File: src/rtl/rtc_dual_bank_pkg.sv
package rtc_dual_bank_pkg;

    localparam int NUM_FIELDS = 8;
    localparam int CTRL_W     = 2;
    localparam int SNAP_BIT   = 0;
    localparam int EDIT_BIT   = 1;

    typedef enum logic [1:0] {
        ST_TRACK  = 2'd0,
        ST_FREEZE = 2'd1,
        ST_EDIT   = 2'd2,
        ST_COMMIT = 2'd3
    } rtc_state_e;

    // Packed so that field k sits at bits [8k+7:8k]; register address is k+1.
    typedef struct packed {
        logic [7:0] cen;
        logic [7:0] yr;
        logic [7:0] mon;
        logic [7:0] date;
        logic [7:0] dow;
        logic [7:0] hr;
        logic [7:0] min;
        logic [7:0] sec;
    } rtc_time_t;

    localparam rtc_time_t RESET_TIME = '{
        cen: 8'h20, yr: 8'h00, mon: 8'h01, date: 8'h01,
        dow: 8'h01, hr: 8'h00, min: 8'h00, sec: 8'h00
    };

    // Returns {wrapped, next} for one BCD step between first and last.
    function automatic logic [8:0] bcd_step(input logic [7:0] v,
                                            input logic [7:0] last,
                                            input logic [7:0] first);
        logic [3:0] tens_p1;
        logic [3:0] ones_p1;
        tens_p1 = v[7:4] + 4'd1;
        ones_p1 = v[3:0] + 4'd1;
        if (v == last)
            return {1'b1, first};
        else if (v[3:0] >= 4'd9)
            return {1'b0, tens_p1, 4'd0};
        else
            return {1'b0, v[7:4], ones_p1};
    endfunction

    // A two-digit BCD value is a multiple of four when an even tens digit
    // meets 0/4/8 or an odd tens digit meets 2/6.
    function automatic logic bcd_div4(input logic [7:0] v);
        if (v[4])
            return (v[3:0] == 4'd2) || (v[3:0] == 4'd6);
        else
            return (v[3:0] == 4'd0) || (v[3:0] == 4'd4) || (v[3:0] == 4'd8);
    endfunction

endpackage

File: src/rtl/rtc_prescaler.sv
module rtc_prescaler #(
    parameter int PRESCALE = 32768
) (
    input  logic clk,
    input  logic rst_n,
    input  logic osc_en,
    input  logic clear,
    output logic sec_tick
);
    localparam int CNT_W = (PRESCALE > 1) ? $clog2(PRESCALE) : 1;
    localparam logic [CNT_W-1:0] LAST = CNT_W'(PRESCALE - 1);

    logic [CNT_W-1:0] cnt_q;

    assign sec_tick = osc_en && !clear && (cnt_q == LAST);

    always_ff @(posedge clk or negedge rst_n) begin
        if (!rst_n)
            cnt_q <= '0;
        else if (clear || sec_tick)
            cnt_q <= '0;
        else if (osc_en)
            cnt_q <= cnt_q + CNT_W'(1);
    end


    cnt_in_range_chk: assert property (@(posedge clk) disable iff (!rst_n)
        cnt_q <= LAST);


    clear_restarts_chk: assert property (@(posedge clk) disable iff (!rst_n)
        clear |=> (cnt_q == '0));

endmodule

File: src/rtl/rtc_advance.sv
module rtc_advance
    import rtc_dual_bank_pkg::*;
(
    input  rtc_time_t cur,
    output rtc_time_t nxt
);
    logic [7:0] month_end;
    logic       leap;
    logic [8:0] sec_s, min_s, hr_s, dow_s, date_s, mon_s, yr_s, cen_s;

    always_comb begin
        leap = bcd_div4(cur.yr) && ((cur.yr != 8'h00) || bcd_div4(cur.cen));
        unique case (cur.mon)
            8'h02:                      month_end = leap ? 8'h29 : 8'h28;
            8'h04, 8'h06, 8'h09, 8'h11: month_end = 8'h30;
            default:                    month_end = 8'h31;
        endcase
    end

    always_comb begin
        sec_s  = bcd_step(cur.sec,  8'h59, 8'h00);
        min_s  = bcd_step(cur.min,  8'h59, 8'h00);
        hr_s   = bcd_step(cur.hr,   8'h23, 8'h00);
        dow_s  = bcd_step(cur.dow,  8'h07, 8'h01);
        date_s = bcd_step(cur.date, month_end, 8'h01);
        mon_s  = bcd_step(cur.mon,  8'h12, 8'h01);
        yr_s   = bcd_step(cur.yr,   8'h99, 8'h00);
        cen_s  = bcd_step(cur.cen,  8'h99, 8'h00);
    end

    always_comb begin
        nxt     = cur;
        nxt.sec = sec_s[7:0];
        if (sec_s[8]) begin
            nxt.min = min_s[7:0];
            if (min_s[8]) begin
                nxt.hr = hr_s[7:0];
                if (hr_s[8]) begin
                    nxt.dow  = dow_s[7:0];
                    nxt.date = date_s[7:0];
                    if (date_s[8]) begin
                        nxt.mon = mon_s[7:0];
                        if (mon_s[8]) begin
                            nxt.yr = yr_s[7:0];
                            if (yr_s[8])
                                nxt.cen = cen_s[7:0];
                        end
                    end
                end
            end
        end
    end

endmodule

File: src/rtl/rtc_ctrl_fsm.sv
module rtc_ctrl_fsm
    import rtc_dual_bank_pkg::*;
(
    input  logic              clk,
    input  logic              rst_n,
    input  logic              ctrl_wr,
    input  logic [CTRL_W-1:0] ctrl_wdata,
    output logic [CTRL_W-1:0] ctrl_q,
    output rtc_state_e        state_q,
    output logic              copy_en,
    output logic              edit_en,
    output logic              commit
);
    logic [CTRL_W-1:0] ctrl_d;
    rtc_state_e        state_d;

    always_comb begin
        ctrl_d = ctrl_wr ? ctrl_wdata : ctrl_q;
        unique case (state_q)
            ST_EDIT:
                state_d = ctrl_d[EDIT_BIT] ? ST_EDIT : ST_COMMIT;
            ST_TRACK, ST_FREEZE, ST_COMMIT:
                state_d = ctrl_d[EDIT_BIT] ? ST_EDIT :
                          (ctrl_d[SNAP_BIT] ? ST_FREEZE : ST_TRACK);
            default:
                state_d = ST_TRACK;
        endcase
    end

    always_ff @(posedge clk or negedge rst_n) begin
        if (!rst_n) begin
            state_q <= ST_TRACK;
            ctrl_q  <= '0;
        end else begin
            state_q <= state_d;
            ctrl_q  <= ctrl_d;
        end
    end

    always_comb begin
        copy_en = 1'b0;
        edit_en = 1'b0;
        commit  = 1'b0;
        unique case (state_q)
            ST_TRACK:  copy_en = 1'b1;
            ST_FREEZE: ;
            ST_EDIT:   edit_en = 1'b1;
            ST_COMMIT: commit  = 1'b1;
            default:   ;
        endcase
    end


    commit_single_chk: assert property (@(posedge clk) disable iff (!rst_n)
        (state_q == ST_COMMIT) |=> (state_q != ST_COMMIT));


    edit_matches_bit_chk: assert property (@(posedge clk) disable iff (!rst_n)
        ctrl_q[EDIT_BIT] == (state_q == ST_EDIT));


    snap_no_track_chk: assert property (@(posedge clk) disable iff (!rst_n)
        ctrl_q[SNAP_BIT] |-> (state_q != ST_TRACK));

endmodule

File: src/rtl/rtc_dual_bank.sv
module rtc_dual_bank
    import rtc_dual_bank_pkg::*;
#(
    parameter int PRESCALE = 32768,
    parameter int ADDR_W   = 4
) (
    input  logic              clk,
    input  logic              rst_n,
    input  logic              osc_en,
    input  logic [ADDR_W-1:0] bus_addr,
    input  logic              bus_wr,
    input  logic [7:0]        bus_wdata,
    output logic [7:0]        bus_rdata
);
    localparam int TIME_W = 8 * NUM_FIELDS;

    rtc_state_e        state_q;
    logic [CTRL_W-1:0] ctrl_q;
    logic              copy_en, edit_en, commit, sec_tick;
    logic              ctrl_wr;
    rtc_time_t         cnt_q, cnt_nxt;
    logic [TIME_W-1:0] vis_vec;
    logic [7:0]        vis_q [NUM_FIELDS];

    assign ctrl_wr = bus_wr && (bus_addr == '0);

    rtc_ctrl_fsm u_fsm (
        .clk        (clk),
        .rst_n      (rst_n),
        .ctrl_wr    (ctrl_wr),
        .ctrl_wdata (bus_wdata[CTRL_W-1:0]),
        .ctrl_q     (ctrl_q),
        .state_q    (state_q),
        .copy_en    (copy_en),
        .edit_en    (edit_en),
        .commit     (commit)
    );

    rtc_prescaler #(.PRESCALE(PRESCALE)) u_presc (
        .clk      (clk),
        .rst_n    (rst_n),
        .osc_en   (osc_en),
        .clear    (commit),
        .sec_tick (sec_tick)
    );

    rtc_advance u_adv (
        .cur (cnt_q),
        .nxt (cnt_nxt)
    );

    // Counting bank: loaded on commit, otherwise stepped each second.
    always_ff @(posedge clk or negedge rst_n) begin
        if (!rst_n)
            cnt_q <= RESET_TIME;
        else if (commit)
            cnt_q <= rtc_time_t'(vis_vec);
        else if (sec_tick)
            cnt_q <= cnt_nxt;
    end

    // Visible bank: one register per field.
    for (genvar g = 0; g < NUM_FIELDS; g++) begin : g_vis
        localparam logic [7:0] RST_VAL = RESET_TIME[8*g +: 8];
        logic hit;
        assign hit = bus_wr && edit_en && (int'(bus_addr) == g + 1);
        always_ff @(posedge clk or negedge rst_n) begin
            if (!rst_n)
                vis_q[g] <= RST_VAL;
            else if (copy_en && sec_tick)
                vis_q[g] <= cnt_nxt[8*g +: 8];
            else if (hit)
                vis_q[g] <= bus_wdata;
        end
        assign vis_vec[8*g +: 8] = vis_q[g];
    end

    always_comb begin
        if (bus_addr == '0)
            bus_rdata = {{(8 - CTRL_W){1'b0}}, ctrl_q};
        else if (int'(bus_addr) <= NUM_FIELDS)
            bus_rdata = vis_vec[8*(int'(bus_addr) - 1) +: 8];
        else
            bus_rdata = 8'h00;
    end


    vis_hold_chk: assert property (@(posedge clk) disable iff (!rst_n)
        ((state_q != ST_TRACK) && !(bus_wr && state_q == ST_EDIT)) |=> $stable(vis_vec));


    commit_load_chk: assert property (@(posedge clk) disable iff (!rst_n)
        commit |=> (cnt_q == $past(rtc_time_t'(vis_vec))));


    tick_moves_sec_chk: assert property (@(posedge clk) disable iff (!rst_n)
        sec_tick |=> (cnt_q.sec != $past(cnt_q.sec)));


    no_edit_write_chk: assert property (@(posedge clk) disable iff (!rst_n)
        (bus_wr && (state_q != ST_EDIT) && !sec_tick) |=> $stable(vis_vec));

endmodule

File: config.mk
export PLATFORM = sky130hd
export DESIGN_NAME = rtc_dual_bank
export DESIGN_NICKNAME = d
export VERILOG_FILES = /design/src/rtl/rtc_dual_bank_pkg.sv /design/src/rtl/rtc_prescaler.sv /design/src/rtl/rtc_advance.sv /design/src/rtl/rtc_ctrl_fsm.sv /design/src/rtl/rtc_dual_bank.sv
export SDC_FILE = /design/constraint.sdc
export NUM_CORES = 1
export LEC_CHECK = 0
export ABC_AREA = 1
export CAP_MARGIN = 20
export CORE_MARGIN = 3
export CORE_UTILIZATION = 45
export DETAILED_ROUTE_END_ITERATION = 16
export DONT_BUFFER_PORTS = 1
export GPL_ROUTABILITY_DRIVEN = 0
export GPL_TIMING_DRIVEN = 0
export PLACE_DENSITY = 0.6
export SLEW_MARGIN = 20
export SYNTH_ARGS = -nofsm -noshare
export SYNTH_HDL_FRONTEND = slang
export SYNTH_HIERARCHICAL = 1
export SYNTH_SLANG_ARGS = --single-unit
File: constraint.sdc
create_clock -name clk -period 5.9 [get_ports clk]
set_clock_uncertainty 0.05 [all_clocks]
set_input_delay 1.18 -clock clk [delete_from_list [all_inputs] [get_ports clk]]
set_output_delay 1.18 -clock clk [all_outputs]
set_load 0.1 [all_outputs]
==> results.toml <==
[outcome]
status = "finished, final reports clean"

[yosys]
ys_seq_elements = 147
synth.top_cells.by_area = "dfrtp_1 (35%), nand2_1 (12%), ha_1 (6.3%)"
synth_nets = 1459
ys_top_cells_by_count = "nand2_1 (322), nor2_1 (162), inv_1 (153)"
synth_enable_flop_cells = 0
synth.most_common_cell = "nand2_1"
syn_area_per_cell_um2 = 7.221
yosysTopAreaCellShare_pct = 34.60
synth_top_flop_cell = "dfrtp_1"
async_flop_share_pct = 100.0
ys_seq_area_share_pct = 36.69
synthCells = 1392
synth_top_area_cell = "dfrtp_1"
syn_area_mm2 = 0.01005
synth-warning-count = 6
yosysUniqueCellTypes = 47

[layout]
stdcell_count = 1705
antenna_cells = 0
drive_above_1_share_pct = 11.09
fill_cells = 2168
final_nets = 1479
ff_latch_area_mm2 = 0.003689
multi_input_area_mm2 = 0.005484
design_area_mm2 = 0.01108
area_growth_pct = 10.22

[timing]
setup_viol_count_final = 0
max_freq_mhz = 202.6
slew_violations = 0
fin_crit_ns = 4.936
finalCritPeriodShare_pct = 83.66
rsz0062_at_grt = "false"
worst_slew_pin_slew_ns = 1.180
maxSlewHeadroom_pct = 21.24
hold_violations = 0
tns_ns = 0

[job]
max-cap-violations = 0

[placement]
dpl.hpwl_um = 23230
io_buffers = 0
dpl-instance-area_mm2 = 0.01044
place_inst = 1672

[global_routing]
first_global_vias = 9050
grt_antenna_before_repair = 0
grt_max_degree = 148
grt_pass1_wl_um = 50840
globalRouteTotalUtil_pct = 26.96
grt_overflow = 0

[cts]
insertion_delay_ns = 0.45
cts_buffer_depth = 2
cts_num_sinks = 147
numCtsBuffers = 17
cts_setup_buffers = 0
clk_pin_slew_worst_paths_ns = 0.07
htree_levels = 4
cts-resized-gates = 0
postCtsHoldBufs = 0
cts_tree = "built"
cts_root_buffer = "clkbuf_16"

[floorplanning]
ios = 24
die_w_um = 155.5
fp.dieH_um = 155.5
dieArea_mm2 = 0.02417
core-area_mm2 = 0.02189
initial_core_util_pct = 45.92
num_rows = 54

[power]
p_sw_mw = 2.073
p_int_mw = 2.751
clkPwrFrac_pct = 24.8
ir_worst_vdd_mv = 0.2106
combinationalPowerShare_pct = 37.3
swShare_pct = 42.97
leakage_nw = 5.331
pwr_density_cell_mw_per_mm2 = 435.4
total_power_mw = 4.824
power_frac_seq_pct = 37.9

[routing]
routed_wl_um = 32150
final_antenna_net_count = 0
wl_per_cell_um = 18.86
dr.pass1.iters = 5
num_vias = 9556
viasPerCell = 5.605
drt_iter0_drc = 873
drc_errors = 0

[critical_path]
path_max_fanout = 11
crit_type = "in2out"
r2r_slack_ns = 2.82
regToRegStartpoint = "cnt_q[40]"
endpoint_kind = "output pin"
worstRegToRegCells = 16
cp-endpoint = "bus_rdata[5]"
crit_start = "bus_addr[0]"
crit_required_ns = 4.67
worstSetupStartpointType = "primary input"
r2r-end = "cnt_q[62]"
cp.arrival_ns = 3.71

[min_path]
hold_class = "in2async"
==> per-layer routing <==
metal | up-vias | global-route usage [%] | routed length, um
li1 | 4623 | - | -
met1 | 4545 | 38.07 | 14510
met2 | 334 | 42.08 | 14470
met3 | 54 | 4.562 | 2248
met4 | 0 | 9.129 | 920
met5 | - | 0 | 0
==> worst min-delay path by stage <==
stage / startpoint / end / slack [ns] / depth (start not counted)
2_1_floorplan: vis_q[5] / vis_q[5] / 0.40 / 2
3_3_place_gp: vis_q[5] / vis_q[5] / 0.42 / 2
3_5_place_dp: vis_q[5] / vis_q[5] / 0.43 / 2
4_1_cts: rst_n / u_presc/cnt_q[11] / 0.37 / 0
5_1_grt: rst_n / u_presc/cnt_q[11] / 0.36 / 0
6_report: rst_n / u_presc/cnt_q[11] / 0.37 / 0
==> worst max-delay path, stage by stage <==
cell,delay [ns]
buf_2,0.15
inv_2,0.13
buf_2,0.25
ha_1,0.26
buf_2,0.17
inv_2,0.15
buf_2,0.26
o211ai_1,0.13
nand2_1,0.10
nor2_1,0.05
nor2_2,0.88
==> registers in the layout (all words and copies together), names as in the netlist <==
name           flops
cnt_q             64
u_fsm/ctrl_q       2
u_fsm/state_q      2
u_presc/cnt_q     15
vis_q             64
==> power by group through the flow <==
stage	clock network, mW	registers (mW)	logic [mW]
6_report	1.19	1.83	1.80
5_1_grt	1.24	1.88	2.06
4_1_cts	1.20	1.82	1.79
3_5_place_dp	0	1.83	1.78
3_3_place_gp	0	1.83	1.74
2_1_floorplan	0	1.68	1.39
==> metrics by stage <==
| step | setup WS [ns] | utilization, % | hold slack (ns) |
|---|---|---|---|
| floorplan | 0.8380 | - | 0.4037 |
| global placement | 0.3259 | 47.52 | 0.4235 |
| detailed placement | 1.004 | 47.67 | 0.4301 |
| CTS | 1.002 | 50.58 | 0.3702 |
| global route | 0.7672 | 50.61 | 0.3641 |
| finish | 0.9640 | 50.61 | 0.3710 |
==> layout by cell type (no fill, tap or decap), types with 3 or more instances in the layout <==
master / count
nor2_4: 13
nor2_2: 26
nand2_1: 322
o22ai_1: 66
o31ai_1: 3
inv_2: 13
a21oi_1: 34
bufinv_16: 4
nor2_1: 153
dfrtp_1: 139
clkinvlp_4: 3
clkbuf_16: 17
inv_1: 153
o211ai_1: 23
dfstp_2: 8
buf_2: 28
buf_1: 6
nor4_1: 3
nor3_1: 65
nand3_1: 121
o21ai_0: 52
o21ai_1: 3
nand4_1: 16
nand2_2: 14
clkbuf_1: 12
xnor2_1: 5
buf_4: 5
ha_1: 51
a22oi_1: 14
xor2_1: 16
==> logic make-up (layout without fill, tap and decap cells) <==
kind of cell	count (synthesis)	in the layout	synth area share, %
adders and majority gates	51	51	6.348
buffers and inverters	221	254	9.086
AOI/OAI and AO/OA	203	203	12.25
xor gates and xnor gates	22	22	1.992
DFF	147	147	36.69
and+or+nand+nor	748	748	33.63
==> final cells by class <==
| type | instances | share of cell area [%] |
|---|---|---|
| Inverter | 169 | 5.748 |
| Clock inverter | 12 | 1.615 |
| Multi-Input combinational cell | 1024 | 49.50 |
| Clock buffer | 20 | 4.122 |
| Sequential cell | 147 | 33.29 |
| Tap cell | 280 | 3.162 |
| Timing Repair Buffer | 1 | 0.06776 |
| Buffer | 52 | 2.496 |
No activity file was read; power rests on OpenSTA's default activity.
